`config.mk`:
```
export PLATFORM = sky130hd
export DESIGN_NAME = sdram_openpage_ctrl
export DESIGN_NICKNAME = d
export VERILOG_FILES = /design/src/rtl/sdram_op_pkg.sv /design/src/rtl/sdram_row_table.sv /design/src/rtl/sdram_burst_seq.sv /design/src/rtl/sdram_cmd_drive.sv /design/src/rtl/sdram_openpage_ctrl.sv
export SDC_FILE = /design/constraint.sdc
export NUM_CORES = 1
export LEC_CHECK = 0
export BUFFER_PORTS_ARGS = -buffer_cell sky130_fd_sc_hd__buf_2
export CAP_MARGIN = 30
export CORE_MARGIN = 10
export CORE_UTILIZATION = 25
export CTS_BUF_LIST = sky130_fd_sc_hd__clkbuf_4 sky130_fd_sc_hd__clkbuf_8
export DETAILED_ROUTE_END_ITERATION = 10
export GPL_ROUTABILITY_DRIVEN = 0
export PLACE_DENSITY_LB_ADDON = 0.08
export RECOVER_POWER = 25
export SETUP_SLACK_MARGIN = 0.05
export SYNTH_ARGS = -nofsm -noshare
export SYNTH_HDL_FRONTEND = slang
export SYNTH_HIERARCHICAL = 1
export SYNTH_SLANG_ARGS = --single-unit
```
`constraint.sdc`:
```
create_clock -name clk -period 5.9 [get_ports clk]
set_input_delay 0.295 -clock clk [delete_from_list [all_inputs] [get_ports clk]]
set_output_delay 0.295 -clock clk [all_outputs]
set_load 0.05 [all_outputs]
```
`src/rtl/sdram_op_pkg.sv`:
```
// Shared types for the open-page SDRAM sequencer.
// Assumes command pins are ordered {cs_n, ras_n, cas_n, we_n}.
package sdram_op_pkg;

    typedef enum logic [3:0] {
        ST_IDLE,   // waiting for a request, refresh or bus release
        ST_PRE,    // precharge of one bank (row miss)
        ST_ACT,    // row activate
        ST_COL,    // column read/write command
        ST_GAP,    // latency-one idle cycle
        ST_DAT,    // data cycle
        ST_DEND,   // data-end cycle
        ST_RPALL,  // precharge-all ahead of refresh
        ST_REF,    // refresh command
        ST_RWAIT,  // refresh recovery
        ST_XPALL,  // precharge-all ahead of bus release
        ST_HOLD    // bus released, deselected
    } seq_state_t;

    typedef enum logic [1:0] {
        LK_HIT,
        LK_MISS,
        LK_CLOSED
    } lookup_t;

    localparam logic [3:0] CMD_DESEL = 4'b1111;
    localparam logic [3:0] CMD_NOP   = 4'b0111;
    localparam logic [3:0] CMD_ACT   = 4'b0011;
    localparam logic [3:0] CMD_RD    = 4'b0101;
    localparam logic [3:0] CMD_WR    = 4'b0100;
    localparam logic [3:0] CMD_PRE   = 4'b0010;
    localparam logic [3:0] CMD_REF   = 4'b0001;

endpackage

```
`src/rtl/sdram_row_table.sv`:
```
// Open-row table: one valid bit and one row register per internal bank.
// Classifies a lookup as hit, miss or closed. An activate updates one
// entry, and a precharge-all clears every valid bit. Clear wins over update.
module sdram_row_table
    import sdram_op_pkg::*;
#(
    parameter int ROW_W  = 8,
    parameter int BANK_W = 2
) (
    input  logic              clk,
    input  logic              rst_n,
    input  logic [BANK_W-1:0] lk_bank,
    input  logic [ROW_W-1:0]  lk_row,
    output lookup_t           lk_kind,
    input  logic              upd_en,
    input  logic [BANK_W-1:0] upd_bank,
    input  logic [ROW_W-1:0]  upd_row,
    input  logic              clr_all,
    output logic [(1<<BANK_W)-1:0] bank_open
);
    localparam int BANKS = 1 << BANK_W;

    logic [ROW_W-1:0] row_q [BANKS];

    for (genvar b = 0; b < BANKS; b++) begin : g_bank
        // Per-bank entry: clear on precharge-all, load on activate.
        always_ff @(posedge clk) begin
            if (!rst_n) begin
                bank_open[b] <= 1'b0;
                row_q[b]     <= '0;
            end else if (clr_all) begin
                bank_open[b] <= 1'b0;
            end else if (upd_en && upd_bank == BANK_W'(b)) begin
                bank_open[b] <= 1'b1;
                row_q[b]     <= upd_row;
            end
        end
    end

    // Classify the incoming request against its bank's entry.
    always_comb begin
        if (!bank_open[lk_bank])          lk_kind = LK_CLOSED;
        else if (row_q[lk_bank] == lk_row) lk_kind = LK_HIT;
        else                               lk_kind = LK_MISS;
    end

    // an activate leaves its bank open.
    p_act_opens_r3: assert property (@(posedge clk) disable iff (!rst_n)
        upd_en && !clr_all |=> bank_open[$past(upd_bank)]);

    // a precharge-all leaves no bank open.
    p_clear_closes_r5: assert property (@(posedge clk) disable iff (!rst_n)
        clr_all |=> bank_open == '0);

endmodule

```
`src/rtl/sdram_burst_seq.sv`:
```
// Cycle sequencer: walks precharge/activate/column/data/data-end for an
// accepted request, and precharge-all plus refresh or bus hold otherwise.
// Assumes `start` is asserted only while `idle` is high.
module sdram_burst_seq
    import sdram_op_pkg::*;
#(
    parameter int ROW_W   = 8,
    parameter int BANK_W  = 2,
    parameter int COL_W   = 4,
    parameter int LANES   = 4,
    parameter int BURST   = 4,
    parameter int RFC_CYC = 3
) (
    input  logic              clk,
    input  logic              rst_n,
    input  logic [1:0]        cas_lat,
    input  logic              ref_req,
    input  logic              bus_release,
    input  logic              start,
    input  lookup_t           start_kind,
    input  logic [ROW_W-1:0]  start_row,
    input  logic [BANK_W-1:0] start_bank,
    input  logic [COL_W-1:0]  start_col,
    input  logic              start_wr,
    input  logic [LANES-1:0]  start_be,
    output seq_state_t        state,
    output logic [COL_W-1:0]  col_now,
    output logic [ROW_W-1:0]  row_q,
    output logic [BANK_W-1:0] bank_q,
    output logic              wr_q,
    output logic [LANES-1:0]  be_q,
    output logic              idle,
    output logic              done,
    output logic              ref_ack,
    output logic              tbl_upd,
    output logic              tbl_clr
);
    localparam int BEAT_W = (BURST > 1) ? $clog2(BURST) : 1;
    localparam int RC_W   = (RFC_CYC > 1) ? $clog2(RFC_CYC) : 1;
    localparam logic [BEAT_W-1:0] LAST_BEAT = BEAT_W'(BURST - 1);
    localparam logic [RC_W-1:0]   RC_LOAD   = RC_W'(RFC_CYC - 1);

    seq_state_t        nxt;
    logic [BEAT_W-1:0] beat;
    logic [RC_W-1:0]   rcnt;
    logic [COL_W-1:0]  col_q;
    logic              cl_one;

    assign cl_one = (cas_lat <= 2'd1);

    // Next-state selection.
    always_comb begin
        nxt = state;
        case (state)
            ST_IDLE: begin
                if (ref_req)          nxt = ST_RPALL;
                else if (bus_release) nxt = ST_XPALL;
                else if (start) begin
                    case (start_kind)
                        LK_HIT:  nxt = ST_COL;
                        LK_MISS: nxt = ST_PRE;
                        default: nxt = ST_ACT;
                    endcase
                end
            end
            ST_PRE:   nxt = ST_ACT;
            ST_ACT:   nxt = ST_COL;
            ST_COL:   nxt = (beat == '0 && cl_one) ? ST_GAP : ST_DAT;
            ST_GAP:   nxt = ST_DAT;
            ST_DAT:   nxt = (beat == LAST_BEAT) ? ST_DEND : ST_COL;
            ST_DEND:  nxt = ST_IDLE;
            ST_RPALL: nxt = ST_REF;
            ST_REF:   nxt = ST_RWAIT;
            ST_RWAIT: nxt = (rcnt == '0) ? ST_IDLE : ST_RWAIT;
            ST_XPALL: nxt = ST_HOLD;
            ST_HOLD:  nxt = bus_release ? ST_HOLD : ST_IDLE;
            default:  nxt = ST_IDLE;
        endcase
    end

    // State register.
    always_ff @(posedge clk) begin
        if (!rst_n) state <= ST_IDLE;
        else        state <= nxt;
    end

    // Beat counter: advances after each data cycle, cleared in idle.
    always_ff @(posedge clk) begin
        if (!rst_n || state == ST_IDLE)  beat <= '0;
        else if (state == ST_DAT)        beat <= (beat == LAST_BEAT) ? '0 : beat + 1'b1;
    end

    // Refresh recovery counter, loaded while the refresh command is out.
    always_ff @(posedge clk) begin
        if (!rst_n)                                rcnt <= '0;
        else if (state == ST_REF)                  rcnt <= RC_LOAD;
        else if (state == ST_RWAIT && rcnt != '0)  rcnt <= rcnt - 1'b1;
    end

    // Request capture on acceptance.
    always_ff @(posedge clk) begin
        if (!rst_n) begin
            row_q <= '0; bank_q <= '0; col_q <= '0; wr_q <= 1'b0; be_q <= '0;
        end else if (start && state == ST_IDLE) begin
            row_q  <= start_row;
            bank_q <= start_bank;
            col_q  <= start_col;
            wr_q   <= start_wr;
            be_q   <= start_be;
        end
    end

    assign col_now = col_q + COL_W'(beat);
    assign idle    = (state == ST_IDLE);
    assign done    = (state == ST_DEND);
    assign ref_ack = (state == ST_REF);
    assign tbl_upd = (state == ST_ACT);
    assign tbl_clr = (state == ST_RPALL) || (state == ST_XPALL);

    // a hit goes straight to a column cycle.
    p_hit_direct_r1: assert property (@(posedge clk) disable iff (!rst_n)
        start && idle && !ref_req && !bus_release && start_kind == LK_HIT |=> state == ST_COL);

    // a single-bank precharge is always followed by an activate.
    p_pre_then_act_r2: assert property (@(posedge clk) disable iff (!rst_n)
        state == ST_PRE |=> state == ST_ACT);

    // latency one inserts the gap after the first column cycle.
    p_gap_cl1_r8: assert property (@(posedge clk) disable iff (!rst_n)
        state == ST_COL && beat == '0 && cl_one |=> state == ST_GAP);

    // latency two or more never inserts the gap.
    p_nogap_cl2_r8: assert property (@(posedge clk) disable iff (!rst_n)
        state == ST_COL && !cl_one |=> state == ST_DAT);

    // a refresh is issued only right after a precharge-all.
    p_ref_after_pall_r5: assert property (@(posedge clk) disable iff (!rst_n)
        $rose(state == ST_REF) |-> $past(state) == ST_RPALL);

    // the block stays deselected while the bus remains released.
    p_hold_stays_r6: assert property (@(posedge clk) disable iff (!rst_n)
        state == ST_HOLD && bus_release |=> state == ST_HOLD);

endmodule

```
`src/rtl/sdram_cmd_drive.sv`:
```
// Pin decoder: maps the sequencer state and captured request onto the
// SDRAM command, address, all-bank bit and byte mask. Purely combinational.
module sdram_cmd_drive
    import sdram_op_pkg::*;
#(
    parameter int ROW_W  = 8,
    parameter int BANK_W = 2,
    parameter int COL_W  = 4,
    parameter int LANES  = 4
) (
    input  seq_state_t        state,
    input  logic [ROW_W-1:0]  row_q,
    input  logic [BANK_W-1:0] bank_q,
    input  logic [COL_W-1:0]  col_now,
    input  logic              wr_q,
    input  logic [LANES-1:0]  be_q,
    output logic [3:0]        cmd,
    output logic [BANK_W-1:0] ba,
    output logic [ROW_W-1:0]  addr,
    output logic              a10,
    output logic [LANES-1:0]  dqm
);
    // Command, address and mask per state.
    always_comb begin
        cmd  = CMD_DESEL;
        addr = '0;
        a10  = 1'b0;
        ba   = bank_q;
        dqm  = '1;
        case (state)
            ST_PRE:                     cmd = CMD_PRE;
            ST_ACT: begin               cmd = CMD_ACT; addr = row_q; end
            ST_COL: begin
                cmd  = wr_q ? CMD_WR : CMD_RD;
                addr = ROW_W'(col_now);
            end
            ST_DAT: begin               cmd = CMD_NOP; dqm = ~be_q; end
            ST_GAP, ST_DEND, ST_RWAIT:  cmd = CMD_NOP;
            ST_RPALL, ST_XPALL: begin   cmd = CMD_PRE; a10 = 1'b1; end
            ST_REF:                     cmd = CMD_REF;
            default:                    cmd = CMD_DESEL;
        endcase
    end

endmodule

```
`src/rtl/sdram_openpage_ctrl.sv`:
```
// Open-page SDRAM controller for one memory area. Filters requests by
// area, applies refresh and bus-release priority, and joins row table,
// sequencer and pin decoder. Assumes ROW_W >= COL_W and request fields
// stay stable in the cycle they are granted.
module sdram_openpage_ctrl
    import sdram_op_pkg::*;
#(
    parameter int ROW_W   = 8,
    parameter int BANK_W  = 2,
    parameter int COL_W   = 4,
    parameter int LANES   = 4,
    parameter int AREA_W  = 3,
    parameter int MY_AREA = 3,
    parameter int BURST   = 4,
    parameter int RFC_CYC = 3
) (
    input  logic                          clk,
    input  logic                          rst_n,
    input  logic                          req_valid,
    input  logic [ROW_W+BANK_W+COL_W-1:0] req_addr,
    input  logic                          req_write,
    input  logic [AREA_W-1:0]             req_area,
    input  logic [LANES-1:0]              req_be,
    input  logic [1:0]                    cas_lat,
    input  logic                          ref_req,
    input  logic                          bus_release,
    output logic                          grant,
    output logic                          done,
    output logic                          ref_ack,
    output logic                          sd_cs_n,
    output logic                          sd_ras_n,
    output logic                          sd_cas_n,
    output logic                          sd_we_n,
    output logic [BANK_W-1:0]             sd_ba,
    output logic [ROW_W-1:0]              sd_addr,
    output logic                          sd_a10,
    output logic [LANES-1:0]              sd_dqm
);
    localparam int BANKS = 1 << BANK_W;
    localparam logic [AREA_W-1:0] AREA_ID = AREA_W'(MY_AREA);

    logic [ROW_W-1:0]  in_row;
    logic [BANK_W-1:0] in_bank;
    logic [COL_W-1:0]  in_col;
    logic              area_hit;
    logic              idle;
    lookup_t           kind;
    seq_state_t        state;
    logic [COL_W-1:0]  col_now;
    logic [ROW_W-1:0]  row_q;
    logic [BANK_W-1:0] bank_q;
    logic              wr_q;
    logic [LANES-1:0]  be_q;
    logic              tbl_upd;
    logic              tbl_clr;
    logic [BANKS-1:0]  bank_open;
    logic [3:0]        cmd;

    assign {in_row, in_bank, in_col} = req_addr;
    assign area_hit = (req_area == AREA_ID);
    assign grant    = idle && req_valid && area_hit && !ref_req && !bus_release;

    sdram_row_table #(.ROW_W(ROW_W), .BANK_W(BANK_W)) u_table (
        .clk(clk), .rst_n(rst_n),
        .lk_bank(in_bank), .lk_row(in_row), .lk_kind(kind),
        .upd_en(tbl_upd), .upd_bank(bank_q), .upd_row(row_q),
        .clr_all(tbl_clr), .bank_open(bank_open)
    );

    sdram_burst_seq #(
        .ROW_W(ROW_W), .BANK_W(BANK_W), .COL_W(COL_W), .LANES(LANES),
        .BURST(BURST), .RFC_CYC(RFC_CYC)
    ) u_seq (
        .clk(clk), .rst_n(rst_n), .cas_lat(cas_lat),
        .ref_req(ref_req), .bus_release(bus_release),
        .start(grant), .start_kind(kind),
        .start_row(in_row), .start_bank(in_bank), .start_col(in_col),
        .start_wr(req_write), .start_be(req_be),
        .state(state), .col_now(col_now), .row_q(row_q), .bank_q(bank_q),
        .wr_q(wr_q), .be_q(be_q), .idle(idle), .done(done), .ref_ack(ref_ack),
        .tbl_upd(tbl_upd), .tbl_clr(tbl_clr)
    );

    sdram_cmd_drive #(.ROW_W(ROW_W), .BANK_W(BANK_W), .COL_W(COL_W), .LANES(LANES)) u_drive (
        .state(state), .row_q(row_q), .bank_q(bank_q), .col_now(col_now),
        .wr_q(wr_q), .be_q(be_q),
        .cmd(cmd), .ba(sd_ba), .addr(sd_addr), .a10(sd_a10), .dqm(sd_dqm)
    );

    assign {sd_cs_n, sd_ras_n, sd_cas_n, sd_we_n} = cmd;

    // requests for another area are never accepted.
    p_other_area_r4: assert property (@(posedge clk) disable iff (!rst_n)
        req_valid && !area_hit |-> !grant);

    // a pending refresh blocks acceptance.
    p_ref_priority_r5: assert property (@(posedge clk) disable iff (!rst_n)
        ref_req |-> !grant);

    // the refresh command finds every bank closed.
    p_ref_all_closed_r5: assert property (@(posedge clk) disable iff (!rst_n)
        cmd == CMD_REF |-> bank_open == '0);

    // row commands keep every lane masked.
    p_dqm_row_r9: assert property (@(posedge clk) disable iff (!rst_n)
        (cmd == CMD_ACT || cmd == CMD_PRE) |-> sd_dqm == '1);

    // done lasts a single cycle.
    p_done_pulse_r10: assert property (@(posedge clk) disable iff (!rst_n)
        done |=> !done);

endmodule

```
==> Flow_metrics.wiki, run 1 <==
{| class="wikitable"
! Metric !! Value
|-
| Final HPWL DP || 6510 microns
|-
| Area Overhead vs Synth || 16.7%
|-
| Hold Path Cell Cnt || 3
|-
| Number of sinks on the clock net || 63
|-
| Number of logic stages on the critical path including buffering || 6
|-
| Worst R2R Setup Slack || 2.88 ns
|-
| Kind of start point of the critical path || flop
|-
| Crit-path slowest cell || sky130_fd_sc_hd__nor4_1
|-
| Count of flip-flops with a built-in enable after synthesis || 32
|-
| Transition time at the pin with the least slew margin || 0.986 ns
|-
| Die outline width || 136 microns
|-
| Final non-filler cell area || 0.00394 sq mm
|-
| Final Critical Period || 3.02 ns
|-
| Count of pins over their slew limit || 0
|-
| Die Height || 136 microns
|-
| Count of nets left with antenna violations after detail routing || 0
|-
| Unrepaired setup endpoints after global routing || false
|-
| Pin count of the biggest net entering global routing || 35
|-
| Gate Count Post-Synth || 328
|-
| Proportion of register bits with asynchronous set or reset after synthesis || 0%
|-
| Max Cap Violations || 0
|-
| Die outline area || 0.0185 sq mm
|-
| Vias after detailed routing || 2487
|-
| Post-synthesis cell area || 0.00337 sq mm
|-
| Launching element of the worst setup path || u_seq/state[3]$_SDFFE_PN0P_
|-
| Data arrival time of the critical path || 3.28 ns
|-
| Top delay family on crit path || simple AND/OR/NAND/NOR gates
|-
| Clock-pin transition on the worst setup and hold timing paths || 0.08 ns
|-
| Clk Tree Root Cell || sky130_fd_sc_hd__clkbuf_8
|-
| Diodes inserted || 0
|-
| Post-route clock period utilization || 51.3%
|-
| Class of the worst hold path || input port to flop
|-
| Wire length of the first global-routing pass || 14600 microns
|-
| Number of buffer and inverter instances along the worst setup path || 0
|-
| Most common library cell in the layout ignoring fill and taps || sky130_fd_sc_hd__nand2_1
|-
| Area taken by flip-flops and latches || 0.00158 sq mm
|-
| Outcome || finished clean
|-
| Leakage Power || 1.48 nW
|-
| Power per standard cell area || 339 mW/mm^2
|-
| Post-synth top flop || sky130_fd_sc_hd__edfxtp_1
|-
| Top library cells by usage in the layout, fill and taps aside || 55 x sky130_fd_sc_hd__nand2_1, 37 x sky130_fd_sc_hd__and2_1, 32 x sky130_fd_sc_hd__edfxtp_1
|-
| Count of buffers from port buffering || 49
|-
| Dominant cell type by area after synthesis || sky130_fd_sc_hd__edfxtp_1
|-
| Data required, critical path || 6.16 ns
|-
| Routed wire length || 9340 microns
|-
| Main area contributors after synthesis || sky130_fd_sc_hd__edfxtp_1 28%, sky130_fd_sc_hd__dfxtp_1 18%, sky130_fd_sc_hd__and2_1 6.9%
|-
| Synthesis Warnings || 6
|-
| Site row count || 42
|-
| Final number of setup-violating endpoints || 0
|-
| Post-route setup TNS || 0 ns
|-
| Launch instance of the worst register-to-register path || u_seq/state[3]$_SDFFE_PN0P_
|-
| Max incr delay on CP || 0.79 ns
|-
| Initial core utilization || 25.5%
|-
| Distinct cells, synth || 54
|-
| Category of the worst setup path capture point || flop
|-
| H-tree lvl count || 3
|-
| Number of cell instances on the worst register-to-register path || 6
|-
| Overflow left after global routing || 0
|-
| Routed len/inst || 16.8 microns
|-
| Multi-input gate area || 0.00161 sq mm
|-
| Share of final-layout standard cells stronger than drive strength 1 || 18.1%
|-
| TritonCTS clock tree || yes
|-
| Deepest clock path buffer count || 2
|-
| Ratio of routed vias to standard cells || 4.46
|-
| Overall track demand over capacity in global routing || 10.5%
|-
| Largest fanout on the critical path || 26
|-
| Highest ir drop seen on vdd || 93.2 uV
|-
| Synth top area share || 28.5%
|-
| Remaining routing DRC violations || 0
|-
| Core area || 0.0132 sq mm
|-
| Pre-antenna DRT Iters || 5
|-
| # hold bufs at CTS || 0
|-
| Sequential-to-total area share from yosys stat || 46.9%
|-
| Clock latency of the later-clocked register in the worst-skew pair || 0.35 ns
|-
| Count of boundary I/O pins || 51
|-
| CP Cell Sequence || nor4_1, nand3b_1, nor4_2, and2_1, nand2_1, a21oi_1
|-
| Fmax || 0.331 GHz
|-
| Number of gates resized after cts || 0
|-
| Fill count || 1435
|-
| Startpoint of the tightest hold check path || req_addr[1]
|-
| Headroom to the max-slew limit || 33.8%
|-
| DRT iter0 DRCs || 133
|-
| Total placed instance area || 0.00377 sq mm
|-
| Total number of nets in the final design || 411
|-
| Antenna violations before repair || 0
|-
| Number of flip-flops and latches in the synthesized netlist || 63
|-
| Final Skew || 0.00979 ns
|-
| Net count of the mapped netlist || 363
|-
| Final hold viol count || 0
|-
| Synthesized area per cell || 10.3 sq um
|-
| CP Class || flop to flop
|-
| Post-CTS setup buffer count || 0
|-
| Via count of the first global-routing pass || 2518
|-
| Clock buffer count from CTS || 9
|}
-- layer usage --
layer | part of all wire (%) | track usage [%] | up-vias
met5 | 0 | 0 | -
met4 | 1.5 | 4.62 | 0
met3 | 4.6 | 2.44 | 10
met1 | 49 | 13.7 | 1184
met2 | 45 | 16.0 | 49
li1 | - | - | 1244
-- worst paths after layout --
check                                      endpoint
setup / recovery         u_seq/be_q[0]$_SDFFE_PN0P_
hold reg to reg   u_table/bank_open[0]$_SDFFE_PP0N_
setup reg to reg         u_seq/be_q[0]$_SDFFE_PN0P_
hold / removal          u_seq/col_q[1]$_SDFFE_PN0P_
-- cells in the mapped netlist, types with 2 or more instances --
master                     count
sky130_fd_sc_hd__nor4b_2       2
sky130_fd_sc_hd__nor3b_1       3
sky130_fd_sc_hd__edfxtp_1     32
sky130_fd_sc_hd__nor2_1       15
sky130_fd_sc_hd__dfxtp_1      31
sky130_fd_sc_hd__nor3_1        7
sky130_fd_sc_hd__and3b_1       2
sky130_fd_sc_hd__nand2_1      55
sky130_fd_sc_hd__xnor2_1       3
sky130_fd_sc_hd__a21o_1        6
sky130_fd_sc_hd__clkbuf_1      4
sky130_fd_sc_hd__buf_2         6
sky130_fd_sc_hd__o21ai_0       3
sky130_fd_sc_hd__nand3_1       3
sky130_fd_sc_hd__nor4_1        4
sky130_fd_sc_hd__buf_6         4
sky130_fd_sc_hd__inv_1        11
sky130_fd_sc_hd__mux4_1        3
sky130_fd_sc_hd__ha_1          5
sky130_fd_sc_hd__o21bai_1      3
sky130_fd_sc_hd__mux4_2        6
sky130_fd_sc_hd__or2_2         2
sky130_fd_sc_hd__nand2b_1      6
sky130_fd_sc_hd__xor2_1        8
sky130_fd_sc_hd__buf_4         3
sky130_fd_sc_hd__o31ai_1       2
sky130_fd_sc_hd__and2_1       37
sky130_fd_sc_hd__nor2b_1       4
sky130_fd_sc_hd__a21oi_1      27
sky130_fd_sc_hd__nor4_2        2
sky130_fd_sc_hd__mux2i_1       6
-- worst min-delay path, stage by stage --
cell and delay (ns):
sky130_fd_sc_hd__buf_2 0.10, sky130_fd_sc_hd__nand2_1 0.05, sky130_fd_sc_hd__a21oi_1 0.05
-- metrics by stage --
step	hold slack, ns	worst slack [ns]	power (mW)	std cells	utilization, %
5_1_grt	0.179	2.40	1.42	557	29.7
3_3_place_gp	0.430	2.98	0.947	540	28.4
2_1_floorplan	0.418	3.04	0.844	328	-
4_1_cts	0.168	2.96	1.38	557	30.1
6_report	0.194	2.88	1.34	557	29.7
3_5_place_dp	0.431	2.97	0.947	541	28.4
-- cell type report --
type                       count  area share (%)
multi-input combinational    236            40.9
timing repair buffer          55            6.71
tap                          176            5.60
inverter                      11            1.05
sequential                    63            40.2
clock inverter                 7            2.45
clock buffer                   9            3.15
-- cells by family after synthesis --
logic type / Yosys count / synth area share [%]
and+or+nand+nor: 153 / 25.4
muxes: 15 / 8.12
xor gates and xnor gates: 11 / 2.86
adders and majority gates: 6 / 2.45
AOI/OAI and AO/OA: 51 / 9.35
buffers and inverters: 29 / 4.97
DFF: 63 / 46.9
-- power breakdown --
group	leakage [nW]	internal (mW)	switching (mW)	total [mW]
sequential	0.583	0.494	0.0202	0.515
combinational	0.784	0.132	0.267	0.399
clock	0.114	0.239	0.183	0.422
-- sequential cells by signal, summed over array words and instances, names as in the netlist --
signal and count:
u_seq/row_q 8, u_seq/rcnt 2, u_seq/beat 2, u_table/bank_open 4
u_seq/be_q 4, u_table/row_q 32, u_seq/bank_q 2, u_seq/state 4
u_seq/col_q 4, u_seq/wr_q 1
(Power assumes the default switching activity.)
==> run 2, diff against run 1 <==
==> constraint.sdc (replaced) <==
create_clock -name clk -period 3.1 [get_ports clk]
set_input_delay 0.155 -clock clk [delete_from_list [all_inputs] [get_ports clk]]
set_output_delay 0.155 -clock clk [all_outputs]
set_load 0.05 [all_outputs]
==> Flow_metrics.wiki, run 2 (synthesized netlist as in run 1, its figures left out) <==
{| class="wikitable"
! Metric !! Value
|-
| Clock buffer count from CTS || 9 (unchanged)
|-
| Outcome || finished clean
|-
| Ratio of routed vias to standard cells || 4.46 (about the same)
|-
| Overall track demand over capacity in global routing || 10.9% (+0.46 points)
|-
| Initial core utilization || 25.5% (unchanged)
|-
| Data required, critical path || 3.34 ns (-2.82 ns)
|-
| Number of buffer and inverter instances along the worst setup path || 1 (+1)
|-
| Clock latency of the later-clocked register in the worst-skew pair || 0.35 ns (about the same)
|-
| Final Critical Period || 2.57 ns (-0.453 ns)
|-
| Number of gates resized after cts || 0 (unchanged)
|-
| Site row count || 42 (unchanged)
|-
| Max Cap Violations || 0 (unchanged)
|-
| # hold bufs at CTS || 0 (unchanged)
|-
| TritonCTS clock tree || yes
|-
| Register with the highest flop count || u_table/row_q
|-
| Post-route clock period utilization || 82.9% (+32 points)
|-
| Die outline width || 136 microns (unchanged)
|-
| Fmax || 0.389 GHz (+18%)
|-
| Count of nets left with antenna violations after detail routing || 0 (unchanged)
|-
| H-tree lvl count || 3 (unchanged)
|-
| CP Cell Sequence || clkbuf_1, nor4_4, nand3b_1, nor4_2, nor4_1, a21boi_0, o211ai_1, o21ba_2
|-
| Post-route setup TNS || 0 ns (unchanged)
|-
| Pre-antenna DRT Iters || 4 (-1)
|-
| Final non-filler cell area || 0.00399 sq mm (+1.4%)
|-
| Final hold viol count || 0 (unchanged)
|-
| Total number of nets in the final design || 422 (+2.7%)
|-
| Deepest clock path buffer count || 2 (unchanged)
|-
| Class of the worst hold path || input port to flop
|-
| Flip-flop count of the largest register, all copies and words added || 32 (unchanged)
|-
| Final HPWL DP || 6810 microns (+4.7%)
|-
| Count of boundary I/O pins || 51 (unchanged)
|-
| DP Cell Count || 552 (+2.0%)
|-
| Routed len/inst || 17.1 microns (+1.8%)
|-
| Highest ir drop seen on vdd || 208 uV (+120%)
|-
| Wire length of the first global-routing pass || 15200 microns (+4.6%)
|-
| Unrepaired setup endpoints after global routing || false
|-
| Transition time at the pin with the least slew margin || 1.03 ns (+0.0467 ns)
|-
| Crit-path slowest cell || sky130_fd_sc_hd__clkbuf_1
|-
| Final number of setup-violating endpoints || 0 (unchanged)
|-
| Leakage Power || 1.54 nW (+4.1%)
|-
| Count of buffers from port buffering || 49 (unchanged)
|-
| Antenna violations before repair || 0 (unchanged)
|-
| CP Class || flop to flop
|-
| Die Height || 136 microns (unchanged)
|-
| Top delay family on crit path || buffers and inverters
|-
| Die outline area || 0.0185 sq mm (unchanged)
|-
| Clock-pin transition on the worst setup and hold timing paths || 0.07 ns (about the same)
|-
| Routed wire length || 9700 microns (+3.8%)
|-
| Total placed instance area || 0.00384 sq mm (+1.9%)
|-
| Via count of the first global-routing pass || 2536 (+0.71%)
|-
| Data arrival time of the critical path || 2.81 ns (-0.47 ns)
|-
| Final Skew || 0.00704 ns (-0.00275 ns)
|-
| Finished Layout Cells || 568 (+2.0%)
|-
| Clk Tree Root Cell || sky130_fd_sc_hd__clkbuf_8
|-
| Post-Route Hold Slack || 0.0488 ns (-0.145 ns)
|-
| Regs by FF count || u_table/row_q x32, u_seq/row_q x8
|-
| Vias after detailed routing || 2535 (+1.9%)
|-
| Overflow left after global routing || 0 (unchanged)
|-
| Core area || 0.0132 sq mm (unchanged)
|-
| Headroom to the max-slew limit || 31.1% (-2.7 points)
|-
| Remaining routing DRC violations || 0 (unchanged)
|-
| DRT iter0 DRCs || 160 (+20%)
|-
| Power per standard cell area || 614 mW/mm^2 (+81%)
|-
| Number of sinks on the clock net || 63 (unchanged)
|-
| Top library cells by usage in the layout, fill and taps aside || 55 x sky130_fd_sc_hd__nand2_1, 47 x sky130_fd_sc_hd__buf_2, 37 x sky130_fd_sc_hd__and2_1
|-
| Max incr delay on CP || 0.81 ns (+0.02 ns)
|-
| Most common library cell in the layout ignoring fill and taps || sky130_fd_sc_hd__nand2_1
|-
| Area Overhead vs Synth || 18.3%
|-
| Largest fanout on the critical path || 23 (-12%)
|-
| Post-CTS setup buffer count || 0 (unchanged)
|-
| Kind of start point of the critical path || flop
|-
| Diodes inserted || 0 (unchanged)
|-
| Count of pins over their slew limit || 0 (unchanged)
|-
| Share of final-layout standard cells stronger than drive strength 1 || 23.2% (+5.1 points)
|-
| Pin count of the biggest net entering global routing || 28 (-20%)
|-
| Total power consumption of the routed design || 2.45 mW (+83%)
|-
| Category of the worst setup path capture point || flop
|-
| Fill count || 1461 (+1.8%)
|}
[run 2: cell count changes in the layout (fill, tap and decap cells not counted), moves of 2 or more]
cell and change:
sky130_fd_sc_hd__buf_2 +16, sky130_fd_sc_hd__buf_4 +5, sky130_fd_sc_hd__bufinv_16 -2, sky130_fd_sc_hd__clkbuf_1 -10, sky130_fd_sc_hd__clkinvlp_4 +2, sky130_fd_sc_hd__o21ai_0 +2, sky130_fd_sc_hd__o21ai_1 -2, sky130_fd_sc_hd__o31ai_1 +2
sky130_fd_sc_hd__o31ai_2 -2
[run 2: final cells by class]
class | instances | area [sq um] | share of cell area (%)
Clock buffer | 11 | 145 | 3.64
Inverter | 11 | 41.3 | 1.03
Timing Repair Buffer | 66 | 344 | 8.62
Tap cell | 176 | 220 | 5.52
Clock inverter | 5 | 33.8 | 0.847
Sequential cell | 63 | 1580 | 39.6
Multi-Input combinational cell | 236 | 1620 | 40.7
[run 2: worst paths after layout]
kind / slack (ns) / end / start / cells past startpoint
worst min register to register: 0.45 / u_seq/wr_q$_SDFFE_PN0P_ / u_seq/wr_q$_SDFFE_PN0P_ / 2
worst max register to register: 0.53 / u_seq/state[3]$_SDFFE_PN0P_ / u_seq/state[2]$_SDFFE_PN0P_ / 8
worst min-delay path: 0.05 / u_seq/be_q[3]$_SDFFE_PN0P_ / req_be[3] / 3
worst max-delay path: 0.53 / u_seq/state[3]$_SDFFE_PN0P_ / u_seq/state[2]$_SDFFE_PN0P_ / 8
[run 2: per-stage QoR]
stage | util [%] | setup WS (ns)
after floorplan | - | 0.239
after global placement | 29.0 | 0.713
after detailed placement | 29.0 | 0.747
after CTS | 30.3 | 0.723
after global routing | 30.1 | 0.274
final | 30.1 | 0.529
[run 2: power by group]
part           internal [mW]  total (mW)  switching [mW]  leakage [nW]
registers              0.941        1.01          0.0653         0.583
logic                  0.284       0.781           0.497         0.869
clock network          0.319       0.662           0.343        0.0887
[run 2: routing by layer]
metal	share of wire (%)	track usage, %	vias up
li1	-	-	1266
met4	1.3	3.73	0
met3	4.0	3.28	9
met5	0	0	-
met1	51	14.7	1221
met2	44	16.3	39
[run 2: worst reg2reg max path: cells and delay by family (launching register included)]
kind / cells / cell delay (ns)
buffers and inverters: 1 / 0.81
AOI/OAI and AO/OA: 3 / 0.69
DFF: 1 / 0.49
and+or+nand+nor: 4 / 0.47
==> run 3, diff against run 2 <==
--- a/config.mk
+++ b/config.mk
@@ -5,6 +5,7 @@
 export SDC_FILE = /design/constraint.sdc
 export NUM_CORES = 1
 export LEC_CHECK = 0
+export ABC_AREA = 1
 export BUFFER_PORTS_ARGS = -buffer_cell sky130_fd_sc_hd__buf_2
 export CAP_MARGIN = 30
 export CORE_MARGIN = 10
==> constraint.sdc (replaced) <==
create_clock -name clk -period 2.7 [get_ports clk]
set_input_delay 0.135 -clock clk [delete_from_list [all_inputs] [get_ports clk]]
set_output_delay 0.135 -clock clk [all_outputs]
set_load 0.05 [all_outputs]
==> Flow_metrics.wiki, run 3 <==
{| class="wikitable"
! Metric !! Value
|-
| Post-synth top flop || sky130_fd_sc_hd__edfxtp_1
|-
| Final hold viol count || 0 (unchanged)
|-
| Diodes inserted || 0 (unchanged)
|-
| Flip-flop count of the largest register, all copies and words added || 32 (unchanged)
|-
| Top delay family on crit path || buffers and inverters
|-
| Deepest clock path buffer count || 2 (unchanged)
|-
| Synthesized area per cell || 7.77 sq um (-24%)
|-
| Final HPWL DP || 7760 microns (+14%)
|-
| Core area || 0.0140 sq mm (+5.6%)
|-
| Multi-input gate area || 0.00166 sq mm (+2.2%)
|-
| H-tree lvl count || 3 (unchanged)
|-
| Count of flip-flops with a built-in enable after synthesis || 32 (unchanged)
|-
| Post-route setup TNS || 0 ns (unchanged)
|-
| Routed len/inst || 15.8 microns (-7.2%)
|-
| Count of boundary I/O pins || 51 (unchanged)
|-
| Clock latency of the later-clocked register in the worst-skew pair || 0.35 ns (about the same)
|-
| CP Cell Sequence || nor2_4, nand2_4, inv_1, nand2_1, inv_1, nand2_1, nor2_1, clkbuf_2, nand2_1, buf_4, o21ai_0, a21oi_1
|-
| Count of nets left with antenna violations after detail routing || 0 (unchanged)
|-
| Main area contributors after synthesis || sky130_fd_sc_hd__edfxtp_1 27%, sky130_fd_sc_hd__dfxtp_1 17%, sky130_fd_sc_hd__nand2_1 13%
|-
| Max Cap Violations || 0 (unchanged)
|-
| Pin count of the biggest net entering global routing || 22 (-21%)
|-
| Data arrival time of the critical path || 2.45 ns (-0.36 ns)
|-
| Outcome || finished clean
|-
| Met1 Usage GRT || 14.4% (-0.30 points)
|-
| Register with the highest flop count || u_table/row_q
|-
| Synth top area share || 26.8% (-1.7 points)
|-
| Final Critical Period || 2.21 ns (-0.356 ns)
|-
| Pre-antenna DRT Iters || 5 (+1)
|-
| Clk Tree Root Cell || sky130_fd_sc_hd__clkbuf_8
|-
| Synthesis Warnings || 6 (unchanged)
|-
| Final number of setup-violating endpoints || 0 (unchanged)
|-
| Unrepaired setup endpoints after global routing || false
|-
| Number of flip-flops and latches in the synthesized netlist || 63 (unchanged)
|-
| Count of buffers from port buffering || 49 (unchanged)
|-
| Most common library cell in the layout ignoring fill and taps || sky130_fd_sc_hd__nand2_1
|-
| Proportion of register bits with asynchronous set or reset after synthesis || 0% (unchanged)
|-
| Die Height || 140 microns (+2.7%)
|-
| Regs by FF count || u_table/row_q x32, u_seq/row_q x8
|-
| Dominant cell type by area after synthesis || sky130_fd_sc_hd__edfxtp_1
|-
| Clock buffer count from CTS || 9 (unchanged)
|-
| Overflow left after global routing || 0 (unchanged)
|-
| Gr busiest metal || met2
|-
| Largest fanout on the critical path || 21 (-8.7%)
|-
| Area taken by flip-flops and latches || 0.00158 sq mm (unchanged)
|-
| Number of gates resized after cts || 0 (unchanged)
|-
| Die outline width || 140 microns (+2.7%)
|-
| Distinct cells, synth || 35 (-35%)
|-
| Crit-path slowest cell || sky130_fd_sc_hd__dfxtp_1
|-
| Total power consumption of the routed design || 3.17 mW (+29%)
|-
| Worst R2R Setup Slack || 0.49 ns (-0.04 ns)
|-
| Setup WS post-layout || 0.485 ns (-0.0438 ns)
|-
| Total placed instance area || 0.00398 sq mm (+3.7%)
|-
| Kind of start point of the critical path || flop
|-
| Post-route clock period utilization || 82.0% (-0.91 points)
|-
| Wire length of the first global-routing pass || 17700 microns (+16%)
|-
| Most numerous cell types in the synthesized netlist || 129 x sky130_fd_sc_hd__nand2_1, 72 x sky130_fd_sc_hd__nor2_1, 52 x sky130_fd_sc_hd__inv_1
|-
| Vias after detailed routing || 3075 (+21%)
|-
| Antenna violations before repair || 0 (unchanged)
|-
| Area Overhead vs Synth || 15.9%
|-
| DRT iter0 DRCs || 154 (-3.8%)
|-
| Transition time at the pin with the least slew margin || 0.612 ns (-0.421 ns)
|-
| Overall track demand over capacity in global routing || 11.7% (+0.75 points)
|-
| Site row count || 43 (+2.4%)
|-
| Final Skew || 0.00692 ns (-0.000118 ns)
|-
| Highest ir drop seen on vdd || 918 uV (+340%)
|-
| Post-synthesis cell area || 0.00359 sq mm (+6.4%)
|-
| Number of buffer and inverter instances along the worst setup path || 4 (+3)
|-
| Class of the worst hold path || input port to flop
|-
| # hold bufs at CTS || 0 (unchanged)
|-
| Global-route met3 utilization || 3.78% (+0.49 points)
|-
| Power per standard cell area || 761 mW/mm^2 (+24%)
|-
| Category of the worst setup path capture point || flop
|-
| CP Class || flop to flop
|-
| Clock-pin transition on the worst setup and hold timing paths || 0.07 ns (about the same)
|-
| Share of final-layout standard cells stronger than drive strength 1 || 20.8% (-2.4 points)
|-
| Headroom to the max-slew limit || 59.4% (+28 points)
|-
| Net count of the mapped netlist || 497 (+37%)
|-
| Number of sinks on the clock net || 63 (unchanged)
|-
| Die outline area || 0.0195 sq mm (+5.4%)
|-
| Final non-filler cell area || 0.00416 sq mm (+4.2%)
|-
| TritonCTS clock tree || yes
|-
| Ratio of routed vias to standard cells || 4.41 (-1.3%)
|-
| Sequential-to-total area share from yosys stat || 44.1% (-2.8 points)
|-
| Count of pins over their slew limit || 0 (unchanged)
|-
| Leakage Power || 1.67 nW (+8.5%)
|-
| Data required, critical path || 2.94 ns (-0.40 ns)
|-
| Post-CTS setup buffer count || 0 (unchanged)
|-
| Remaining routing DRC violations || 0 (unchanged)
|-
| Fill count || 1572 (+7.6%)
|-
| Total number of nets in the final design || 548 (+30%)
|-
| Fmax || 0.452 GHz (+16%)
|-
| Via count of the first global-routing pass || 3204 (+26%)
|-
| Gate Count Post-Synth || 462 (+41%)
|-
| Cell occurring most often along the worst timing path || sky130_fd_sc_hd__nand2_1
|-
| Met2 track demand over resource || 18.9% (+2.6 points)
|-
| Max incr delay on CP || 0.45 ns (-0.36 ns)
|-
| Most common cell in the synthesized netlist || sky130_fd_sc_hd__nand2_1
|-
| Routed wire length || 11100 microns (+14%)
|-
| Top library cells by usage in the layout, fill and taps aside || 129 x sky130_fd_sc_hd__nand2_1, 74 x sky130_fd_sc_hd__nor2_1, 53 x sky130_fd_sc_hd__inv_1
|-
| Initial core utilization || 25.7% (+0.18 points)
|-
| Setup Slack @ Placement || 0.498 ns (-0.249 ns)
|}
## run 3: cell types whose count changed after synthesis, moves of 8 or more
| cell | before | now |
|---|---|---|
| sky130_fd_sc_hd__nand2_1 | 55 | 129 |
| sky130_fd_sc_hd__a21oi_2 | 0 | 9 |
| sky130_fd_sc_hd__inv_1 | 11 | 52 |
| sky130_fd_sc_hd__nand3_1 | 3 | 23 |
| sky130_fd_sc_hd__and2_1 | 37 | 0 |
| sky130_fd_sc_hd__nand3_2 | 0 | 19 |
| sky130_fd_sc_hd__a21oi_1 | 27 | 19 |
| sky130_fd_sc_hd__nor2_1 | 15 | 72 |
## run 3: area by class of cell
type	count	share of cell area (%)
well taps	180	5.42
flip-flops and latches	63	38.0
repair buffers	54	6.47
multi-input cells	327	39.9
clock inverters	4	1.11
inverters	58	5.42
clock buffers	12	3.67
## run 3: metal layers
metal / wire length, microns / up-vias
met5: 0 / -
met4: 85 / 0
met3: 606 / 6
met2: 5170 / 82
met1: 5200 / 1410
li1: - / 1577
## run 3: logic make-up after synthesis
family                   synth area share (%)
AND/OR/NAND/NOR                          34.9
buffers and inverters                    9.45
flip-flops                               44.1
AO/OA/AOI/OAI                            8.75
adder cells (fa/ha/maj)                  2.30
XOR/XNOR                                0.488
## run 3: final timing paths
path	startpoint	to	cells after the start
max	u_seq/state[3]$_SDFFE_PN0P_	u_seq/col_q[1]$_SDFFE_PN0P_	12
min	req_be[0]	u_seq/be_q[0]$_SDFFE_PN0P_	3
max reg2reg	u_seq/state[3]$_SDFFE_PN0P_	u_seq/col_q[1]$_SDFFE_PN0P_	12
min reg2reg	u_seq/rcnt[1]$_SDFFE_PN0P_	u_seq/rcnt[1]$_SDFFE_PN0P_	2
## run 3: worst min-delay path, delay by kind of cell
| family | cells | cell delay, ns |
|---|---|---|
| buffers and inverters | 1 | 0.10 |
| and+or+nand+nor | 1 | 0.07 |
| AOI/OAI and AO/OA | 1 | 0.05 |
## run 3: power breakdown
group | total (mW) | internal [mW] | switching, mW
clock network | 0.845 | 0.468 | 0.377
registers | 1.17 | 1.08 | 0.0851
logic | 1.15 | 0.283 | 0.870
## run 3: stage by stage
step	utilization [%]	instances	hold WS [ns]
after floorplan	-	462	0.273
after global placement	28.5	682	0.403
after detailed placement	28.5	682	0.410
after CTS	29.9	698	0.0209
after global routing	29.7	698	0.0225
final	29.7	698	0.0452
